==> config.mk <==
export PLATFORM = sky130hd
export DESIGN_NAME = idle_seq_ctrl
export DESIGN_NICKNAME = d
export VERILOG_FILES = /design/src/rtl/isc_pkg.sv /design/src/rtl/isc_req_decode.sv /design/src/rtl/isc_state_attr.sv /design/src/rtl/isc_seq_core.sv /design/src/rtl/idle_seq_ctrl.sv
export SDC_FILE = /design/constraint.sdc
export NUM_CORES = 1
export LEC_CHECK = 0
export ABC_AREA = 1
export BUFFER_PORTS_ARGS = -buffer_cell sky130_fd_sc_hd__clkbuf_2
export CORE_MARGIN = 2
export CORE_UTILIZATION = 54
export CTS_CLUSTER_DIAMETER = 30
export DETAILED_ROUTE_END_ITERATION = 16
export PLACE_DENSITY = 0.78
export SKIP_LAST_GASP = 1
export SYNTH_ARGS = -nofsm -noshare
export SYNTH_HDL_FRONTEND = slang
export SYNTH_SLANG_ARGS = --single-unit
export TNS_END_PERCENT = 50
==> constraint.sdc <==
create_clock -name clk -period 1.7 [get_ports clk]
set_input_delay 0.17 -clock clk [delete_from_list [all_inputs] [get_ports clk]]
set_output_delay 0.17 -clock clk [all_outputs]
set_load 0.02 [all_outputs]
==> src/rtl/isc_pkg.sv <==
package isc_pkg;
  localparam int CODE_W = 3;

  typedef enum logic [CODE_W-1:0] {
    PK_ACTIVE  = 3'd0,
    PK_STOPGNT = 3'd1,
    PK_SLEEP   = 3'd2,
    PK_DEEP    = 3'd3,
    PK_DEEPER  = 3'd4
  } pkg_state_e;

  typedef enum logic [2:0] {
    PH_RUN,
    PH_ENTER,
    PH_RESIDENT,
    PH_RAMPUP,
    PH_HARDEXIT
  } phase_e;
endpackage

==> src/rtl/isc_req_decode.sv <==
module isc_req_decode
  import isc_pkg::*;
#(
  parameter int NUM_IDLE = 4
) (
  input  logic [CODE_W-1:0] code,
  input  logic              hint,
  input  logic [NUM_IDLE-1:0] promote,
  input  logic              hard_cfg,
  output logic              valid,
  output logic              enh,
  output logic              hard
);
  logic [NUM_IDLE-1:0] hit;
  logic [NUM_IDLE-1:0] prom_hit;

  // one comparator per idle state code (codes 1..NUM_IDLE)
  for (genvar gi = 0; gi < NUM_IDLE; gi++) begin : g_code
    assign hit[gi]      = (code == CODE_W'(gi + 1));
    assign prom_hit[gi] = hit[gi] & promote[gi];
  end

  assign valid = |hit;
  assign enh   = valid & (hint | (|prom_hit));
  assign hard  = enh & hard_cfg & (code == PK_DEEPER);
endmodule

==> src/rtl/isc_state_attr.sv <==
module isc_state_attr
  import isc_pkg::*;
#(
  parameter logic [7:0] STOP_MASK = 8'b0001_1100
) (
  input  logic [CODE_W-1:0] code,
  output logic              clk_stop
);
  logic [7:0] sel;

  for (genvar gi = 0; gi < 8; gi++) begin : g_sel
    assign sel[gi] = (code == CODE_W'(gi)) & STOP_MASK[gi];
  end

  assign clk_stop = |sel;
endmodule

==> src/rtl/isc_seq_core.sv <==
module isc_seq_core
  import isc_pkg::*;
#(
  parameter int PERF_W = 4,
  parameter int LOW_PT = 0
) (
  input  logic              clk,
  input  logic              rst,
  input  logic              idle_req,
  input  logic [CODE_W-1:0] req_code,
  input  logic              req_ok,
  input  logic              req_enh,
  input  logic              req_hard,
  input  logic [PERF_W-1:0] perf_req,
  input  logic              brk_evt,
  input  logic              step_ack,
  input  logic              entry_stop,
  output logic [CODE_W-1:0] entry_code,
  output logic [CODE_W-1:0] pkg_state,
  output logic              pkg_enh,
  output logic [PERF_W-1:0] perf_tgt,
  output logic              step_req,
  output logic              clk_active,
  output logic              resume,
  output logic              pwrdn_en
);
  localparam logic [PERF_W-1:0] LOW = PERF_W'(LOW_PT);

  phase_e              ph;
  logic [CODE_W-1:0]   pend_code;
  logic                pend_enh;
  logic                pend_hard;
  logic                hard_r;
  logic [PERF_W-1:0]   saved;
  logic                take;

  assign take       = idle_req & req_ok;
  assign entry_code = (ph == PH_ENTER) ? pend_code : req_code;

  always_ff @(posedge clk) begin
    if (rst) begin
      ph         <= PH_RUN;
      pkg_state  <= PK_ACTIVE;
      pkg_enh    <= 1'b0;
      perf_tgt   <= LOW;
      step_req   <= 1'b0;
      clk_active <= 1'b1;
      resume     <= 1'b0;
      pwrdn_en   <= 1'b0;
      saved      <= LOW;
      pend_code  <= PK_ACTIVE;
      pend_enh   <= 1'b0;
      pend_hard  <= 1'b0;
      hard_r     <= 1'b0;
    end else begin
      resume <= 1'b0;
      unique case (ph)
        PH_RUN: begin
          perf_tgt <= perf_req;
          if (take) begin
            saved <= perf_tgt;
            if (req_enh) begin
              perf_tgt  <= LOW;
              step_req  <= 1'b1;
              pend_code <= req_code;
              pend_enh  <= 1'b1;
              pend_hard <= req_hard;
              ph        <= PH_ENTER;
            end else begin
              perf_tgt   <= perf_tgt;
              pkg_state  <= req_code;
              pkg_enh    <= 1'b0;
              pwrdn_en   <= 1'b0;
              clk_active <= ~entry_stop;
              hard_r     <= 1'b0;
              ph         <= PH_RESIDENT;
            end
          end
        end
        PH_ENTER: begin
          if (brk_evt) begin
            perf_tgt <= saved;
            step_req <= 1'b1;
            ph       <= PH_RAMPUP;
          end else if (step_ack) begin
            pkg_state  <= pend_code;
            pkg_enh    <= pend_enh;
            pwrdn_en   <= pend_enh;
            clk_active <= ~entry_stop;
            hard_r     <= pend_hard;
            step_req   <= pend_hard;
            ph         <= PH_RESIDENT;
          end
        end
        PH_RESIDENT: begin
          if (step_req && step_ack) step_req <= 1'b0;
          if (brk_evt) begin
            pkg_state  <= PK_ACTIVE;
            pkg_enh    <= 1'b0;
            pwrdn_en   <= 1'b0;
            clk_active <= 1'b1;
            resume     <= 1'b1;
            hard_r     <= 1'b0;
            if (hard_r) begin
              perf_tgt <= LOW;
              step_req <= 1'b1;
              ph       <= PH_HARDEXIT;
            end else if (pkg_enh) begin
              perf_tgt <= saved;
              step_req <= 1'b1;
              ph       <= PH_RAMPUP;
            end else begin
              ph <= PH_RUN;
            end
          end
        end
        PH_RAMPUP: begin
          if (take) begin
            if (req_enh) begin
              perf_tgt  <= LOW;
              step_req  <= 1'b1;
              pend_code <= req_code;
              pend_enh  <= 1'b1;
              pend_hard <= req_hard;
              ph        <= PH_ENTER;
            end else if (step_ack) begin
              step_req   <= 1'b0;
              pkg_state  <= req_code;
              pkg_enh    <= 1'b0;
              pwrdn_en   <= 1'b0;
              clk_active <= ~entry_stop;
              hard_r     <= 1'b0;
              ph         <= PH_RESIDENT;
            end else begin
              pend_code <= req_code;
              pend_enh  <= 1'b0;
              pend_hard <= 1'b0;
              ph        <= PH_ENTER;
            end
          end else if (step_ack) begin
            step_req <= 1'b0;
            ph       <= PH_RUN;
          end
        end
        PH_HARDEXIT: begin
          if (step_ack) begin
            step_req <= 1'b0;
            ph       <= PH_RUN;
          end
        end
        default: ph <= PH_RUN;
      endcase
    end
  end
endmodule

==> src/rtl/idle_seq_ctrl.sv <==
module idle_seq_ctrl
  import isc_pkg::*;
#(
  parameter int         PERF_W    = 4,
  parameter int         NUM_IDLE  = 4,
  parameter int         LOW_PT    = 0,
  parameter logic [7:0] STOP_MASK = 8'b0001_1100
) (
  input  logic                clk,
  input  logic                rst,
  input  logic                idle_req,
  input  logic [2:0]          idle_code,
  input  logic                idle_hint,
  input  logic [NUM_IDLE-1:0] cfg_promote,
  input  logic                cfg_hard_deep,
  input  logic [PERF_W-1:0]   perf_req,
  input  logic                brk_evt,
  input  logic                step_ack,
  output logic [2:0]          pkg_state,
  output logic                pkg_enh,
  output logic [PERF_W-1:0]   perf_tgt,
  output logic                step_req,
  output logic                clk_active,
  output logic                resume,
  output logic                pwrdn_en
);
  logic              req_ok;
  logic              req_enh;
  logic              req_hard;
  logic              entry_stop;
  logic [CODE_W-1:0] entry_code;

  isc_req_decode #(.NUM_IDLE(NUM_IDLE)) u_dec (
    .code     (idle_code),
    .hint     (idle_hint),
    .promote  (cfg_promote),
    .hard_cfg (cfg_hard_deep),
    .valid    (req_ok),
    .enh      (req_enh),
    .hard     (req_hard)
  );

  isc_state_attr #(.STOP_MASK(STOP_MASK)) u_attr (
    .code     (entry_code),
    .clk_stop (entry_stop)
  );

  isc_seq_core #(.PERF_W(PERF_W), .LOW_PT(LOW_PT)) u_core (
    .clk        (clk),
    .rst        (rst),
    .idle_req   (idle_req),
    .req_code   (idle_code),
    .req_ok     (req_ok),
    .req_enh    (req_enh),
    .req_hard   (req_hard),
    .perf_req   (perf_req),
    .brk_evt    (brk_evt),
    .step_ack   (step_ack),
    .entry_stop (entry_stop),
    .entry_code (entry_code),
    .pkg_state  (pkg_state),
    .pkg_enh    (pkg_enh),
    .perf_tgt   (perf_tgt),
    .step_req   (step_req),
    .clk_active (clk_active),
    .resume     (resume),
    .pwrdn_en   (pwrdn_en)
  );
endmodule

Word-level counts from Yosys, hierarchy flattened
Index checks and enable logic that the tools add are counted.
- shifts and indexed selects: 0
- divide/modulo/power cells: 0
- bitwise logic cells: 11
- $lt $le $gt $ge: 0
- $add $sub $neg: 0
- multiply operators: 0
- eq/ne operators: 24
- reduce and logical (&&, ||, !) cells: 16
- multiplexer cells: 77
- operators by type and width (operator ; count):
    two-way mux 3 bit ; 22
    two-way mux 1 bit ; 35
    two-way mux 4 bit ; 7
    equality test 3 x 2 -> 1 bit, second input constant ; 6
    inequality test 2 bit, second input constant ; 8
    one-hot mux 4 bit (4 select lines) ; 1
    one-hot mux 3 bit (5 select lines) ; 1
    one-hot mux 1 bit (4 select lines) ; 3
    one-hot mux 3 bit (4 select lines) ; 1
    AND reduction 5 bit ; 2
    equality test 3 bit, second input constant ; 3
    AND reduction 9 bit ; 1
    bitwise AND 1 bit ; 8
    OR reduction 4 bit ; 2
    AND reduction 7 bit ; 1
    equality test 3 x 1 -> 1 bit, second input constant ; 2
    two-way mux 2 bit ; 3
    inequality test 3 bit, second input constant ; 2
    one-hot mux 3 bit (2 select lines) ; 1
    one-hot mux 1 bit (5 select lines) ; 1
    nonzero test 5 bit ; 1
    inequality test 2 x 1 -> 1 bit, second input constant ; 2
    one-hot mux 1 bit (2 select lines) ; 2
    AND reduction 4 bit ; 1
    11 further kinds ; 12
- word-level logic and storage cells: 140
- latch bits: 0
- memory bits (writable): 0
- memory bits (read-only): 0
- memories: 0
- input port bits: 18
- output and inout port bits: 12
- register bits: 24

Depth between registers and ports, before layout
- depth in word-level cells: 10
- gate-level depth with buffers: 12
- gate-level depth less buffers: 12

Modules after synthesis
Synthesis repeated with hierarchy kept, for this count alone.
- cells, all modules: 284
- area total of the unflattened synthesis: 1727.9 um^2
- by module, submodules not included (module ; area an instance (um^2) ; cells an instance ; instances ; seq. area each (um^2)):
    isc_seq_core ; 1594.0 ; 256 ; 1 ; 480.5
    isc_req_decode ; 115.1 ; 23 ; 1 ; 0.0
    isc_state_attr ; 18.8 ; 5 ; 1 ; 0.0

Worst setup path after synthesis
No wires, ideal clock.
- path kind: reg2reg
- from: register u_core.ph[2]
- to: register u_core.perf_tgt[1]
- buffers on the path: 0
- stages on the path, launching flop included: 11
- setup slack: 0.267 ns
- library setup time: 0.117 ns
- data arrival time: 1.316 ns
- path through: dfxtp_1 > inv_2 > nand2_1 > nor2_2 > inv_2 > nor2_1 > nor2_1 > nand2_2 > inv_2 > o21ai_0 > nor2_1
- word-level cells in the longest chain between the ends: 3
- ends and longest elaborated chain (item ; line ; source):
    start, declared ; isc_seq_core.sv:29 ; phase_e ph;
    start signal, assigned ; isc_seq_core.sv:42 ; ph <= PH_RUN;
    start signal, assigned ; isc_seq_core.sv:68 ; ph <= PH_ENTER;
    start signal, assigned ; isc_seq_core.sv:76 ; ph <= PH_RESIDENT;
    equality test 3 x 2 -> 1 bit (tied with other cells) ; isc_seq_core.sv:57 ; unique case (ph)
    inequality test 3 x 1 -> 1 bit (no line) (tied with other cells) ; -- ;
    AND reduction 5 bit (no line) ; -- ;
    end signal, assigned ; isc_seq_core.sv:59 ; perf_tgt <= perf_req;
    end signal, assigned ; isc_seq_core.sv:70 ; perf_tgt <= perf_tgt;
    end signal, assigned ; isc_seq_core.sv:82 ; perf_tgt <= saved;
    end, declared ; isc_seq_core.sv:21 ; output logic [PERF_W-1:0] perf_tgt,
Parallel ways exist; a longest one is shown, timed or not.
A chain may end at the register's enable or synchronous reset.

Final worst setup path
- from: register u_core.ph[2]
- to: register u_core.clk_active
- word-level cells in the longest chain between the ends: 9
- ends and longest elaborated chain (item ; line ; source):
    equality test 3 x 1 -> 1 bit ; isc_seq_core.sv:38, isc_seq_core.sv:57 ;
    two-way mux 3 bit ; isc_seq_core.sv:38 ; assign entry_code = (ph == PH_ENTER) ? pend_code : req_code;
    equality test 3 x 2 -> 1 bit or equality test 3 bit (tied branches) ; isc_state_attr.sv:12 ; assign sel[gi] = (code == CODE_W'(gi)) & STOP_MASK[gi];
    OR reduction 3 bit ; isc_state_attr.sv:15 ; assign clk_stop = |sel;
    NOT 1 bit ; isc_seq_core.sv:74, isc_seq_core.sv:89, isc_seq_core.sv:131 ;
    two-way mux 1 bit ; isc_seq_core.sv:85, isc_seq_core.sv:126 ;
    two-way mux 1 bit ; isc_seq_core.sv:119 ; if (req_enh) begin
    two-way mux 1 bit ; isc_seq_core.sv:118 ; if (take) begin
    one-hot mux 1 bit (4 select lines) ; isc_seq_core.sv:57 ;
    end signal, assigned ; isc_seq_core.sv:74 ; clk_active <= ~entry_stop;
    end signal, assigned ; isc_seq_core.sv:89 ; clk_active <= ~entry_stop;
    end signal, assigned ; isc_seq_core.sv:131 ; clk_active <= ~entry_stop;
    end, declared ; isc_seq_core.sv:23 ; output logic clk_active,
Parallel ways exist; a longest one is shown, timed or not. The select of a mux whose other input is x is not followed.

==> impl_metrics.tcl <==
set metrics [dict create \
    insertion_delay_ps 310 \
    vias_per_cell 5.29 \
    r2r_start "u_core.ph[2]" \
    wl_met1_mm 1.76 \
    worstSetupPathType "reg -> reg" \
    cp-start-kind "flip-flop" \
    stdcell_count 299 \
    rows 19 \
    hold_path.class "in -> reg" \
    grt_max_degree 19 \
    wl_mm 3.67 \
    synthCells 233 \
    layout_common_cells "52 x nand2_1, 31 x nor2_1, 29 x clkbuf_2" \
    root_buffer "clkbuf_4" \
    cts_tree "done" \
    cp.required_ps 1910 \
    h-tree-depth 1 \
    swShare_pct 40.7 \
    ant_nets 0 \
    ys_seq_area_share_pct 31.8 \
    min_from "cfg_hard_deep" \
    n_fill_cell 254 \
    antenna_cells 0 \
    grt_pass1_wl_mm 6.58 \
    status "complete, no violations" \
    synth_warnings 0 \
    port_buffers 29 \
    power.internal_w 0.00104 \
    rrSetupSlack_ps 120 \
    cts_buffer_depth 2 \
    antenna_found_initial 0 \
    final_layout_size_suffix_gt1_share_pct 26.5 \
    wl_per_cell_um 12.3 \
    hpwl_mm 2.88 \
    hold_buffers 0 \
    wl_met2_mm 1.74 \
    vias 1581 \
    seq_power_share_pct 40.6 \
    dp_cells 295 \
    cellPowerDensity_nw_per_um2 986 \
    gp_congestion 0.928 \
    min_period_over_period_pct 92.7 \
    finish.utilization_pct 65.4 \
    cp.arrival_ps 1790 \
    synth_top_area_cell "dfxtp_1" \
    cap_violations 0 \
    area_delta_synth_final_pct 17.2 \
    cts_sinks 24 \
    core_area_sq_um 2710 \
    cts_resized 0 \
    vdd_ir_drop_max_v 0.000724 \
    hold_depth 3 \
    ys_top_cells_by_area "dfxtp_1 32%, nand2_1 13%, nor2_1 7.7%" \
    overflow 0 \
    grt_use_total_pct 25.2 \
    slew_viol_final 0 \
    start_util_pct 55.8 \
    tightest_slew_ps 407 \
    met3_length_um 141 \
    drt_first_pass_iters 4 \
    end_kind "flip-flop" \
    synth_area_per_cell_sq_um 6.49 \
    finalCriticalPeriod_ps 1580 \
    synth.distinct_cells 27 \
    drcViolationCount 0 \
    p_sw_w 0.000711 \
    routed.top_layer "met4" \
    drt_iter0_markers 109 \
    p_clk_share_pct 17.5 \
    synthesis.area_sq_um 1510 \
    max_freq_mhz 634 \
    yosysTopAreaCellShare_pct 31.8 \
    nets 287 \
    ys_ff_latch 24 \
    holdPathEnd "u_core.pend_hard" \
    r2r-end "u_core.clk_active" \
    reg2reg_depth 10 \
    layout_setup_ws_ps 123 \
    die_area_sq_um 3240 \
    die_h_um 56.9 \
    cts_buffers 3 \
    die_w_um 56.9 \
    grt_pass1_vias 1471 \
    p_leak_nw 0.826 \
    fin_skew_ps 2.02 \
    hold_violations 0 \
    layout_commonest_cell "nand2_1" \
    combPwrFrac_pct 41.9 \
    pre_cts_ws_ps 121 \
    clk_pin_slew_ps 130 \
    path_max_fanout 11 \
    rsz0062_at_grt "yes" \
    slew_headroom_pct 72.9 \
    cts_setup_buffers 0 \
    syn_nets 251 \
    num_io_pins 30 \
    fin_hold_ws_ps 108 \
    finalSetupViolations 0 \
]
[synthesized netlist by cell type]
library cell and number:
o21ai_0 21, o22ai_1 1, inv_1 19, a32oi_1 1
buf_1 1, nand2_1 53, o21ai_1 5, a21oi_1 20
nor2_2 3, nand4_1 2, dfxtp_1 24, clkbuf_1 1
buf_4 2, a211oi_1 1, buf_2 1, a21oi_4 2
nand2_2 3, nand3b_4 1, nand3_1 14, o211ai_1 2
inv_2 9, nor2_1 31, nor2_8 1, nand3_2 6
nand2_4 2, nor3_1 5, o21a_1 2
[routing by layer]
layer | vias to the layer above | GRT usage, %
met5 | - | 0
met3 | 4 | 2.07
met2 | 35 | 41.4
li1 | 836 | -
met4 | 0 | 6.64
met1 | 706 | 35.6
[logic make-up after synthesis]
family / share of synthesized area [%]
buf+inv: 8.77
compound gates: 20.9
flops: 31.8
simple gates: 38.6
[flip-flops by register name (all words and copies together) (netlist names)]
signal / cells
u_core.pend_hard: 1
u_core.ph: 3
u_core.resume: 1
u_core.pend_code: 3
u_core.hard_r: 1
u_core.pkg_state: 3
u_core.clk_active: 1
u_core.saved: 4
u_core.step_req: 1
u_core.pkg_enh: 1
u_core.pend_enh: 1
u_core.perf_tgt: 4
[how the worst max path moves through the flow]
stage | startpoint | end | slack [ps] | depth (start not counted)
global route | u_core.ph[2] | u_core.clk_active | -20 | 10
floorplan | u_core.ph[2] | u_core.perf_tgt[1] | 270 | 10
CTS | u_core.ph[2] | u_core.pkg_enh | 100 | 10
detailed placement | u_core.ph[2] | u_core.pkg_enh | 120 | 10
global placement | u_core.ph[2] | u_core.pkg_enh | 110 | 10
finish | u_core.ph[2] | u_core.clk_active | 120 | 10
[final cells by class]
| cell class | count | area [sq um] | area share [%] |
|---|---|---|---|
| multi-input cells | 176 | 911 | 51.4 |
| well taps | 31 | 38.8 | 2.19 |
| flip-flops and latches | 24 | 483 | 27.3 |
| clock buffers | 4 | 36.3 | 2.05 |
| repair buffers | 36 | 198 | 11.2 |
| inverters | 28 | 105 | 5.93 |
[through the flow]
| step | setup TNS, ps | cell area [sq um] | total power, W |
|---|---|---|---|
| after floorplan | 0 | 1510 | 0.00123 |
| after global placement | 0 | 1720 | 0.00144 |
| after detailed placement | 0 | 1720 | 0.00144 |
| after CTS | 0 | 1760 | 0.00175 |
| after global routing | -18.1 | 1770 | 0.00189 |
| final | 0 | 1770 | 0.00175 |
[critical path, stage by stage (launching register included)]
cell and delay [ps]:
dfxtp_2 370, inv_2 110, nand3_2 90, buf_4 180, inv_1 130, nand2_1 90
o21a_1 120, o21ai_0 140, o211ai_1 100, nand2_1 70, nand3_1 70
[power by group through the flow]
| stage | logic (W) | registers, W | clock network (W) |
|---|---|---|---|
| floorplan | 0.000457 | 0.000773 | 0 |
| global placement | 0.000718 | 0.000718 | 0 |
| detailed placement | 0.000721 | 0.000720 | 0 |
| CTS | 0.000724 | 0.000707 | 0.000315 |
| global route | 0.000830 | 0.000720 | 0.000335 |
| finish | 0.000733 | 0.000709 | 0.000305 |
No activity file was read; power rests on OpenSTA's default activity.
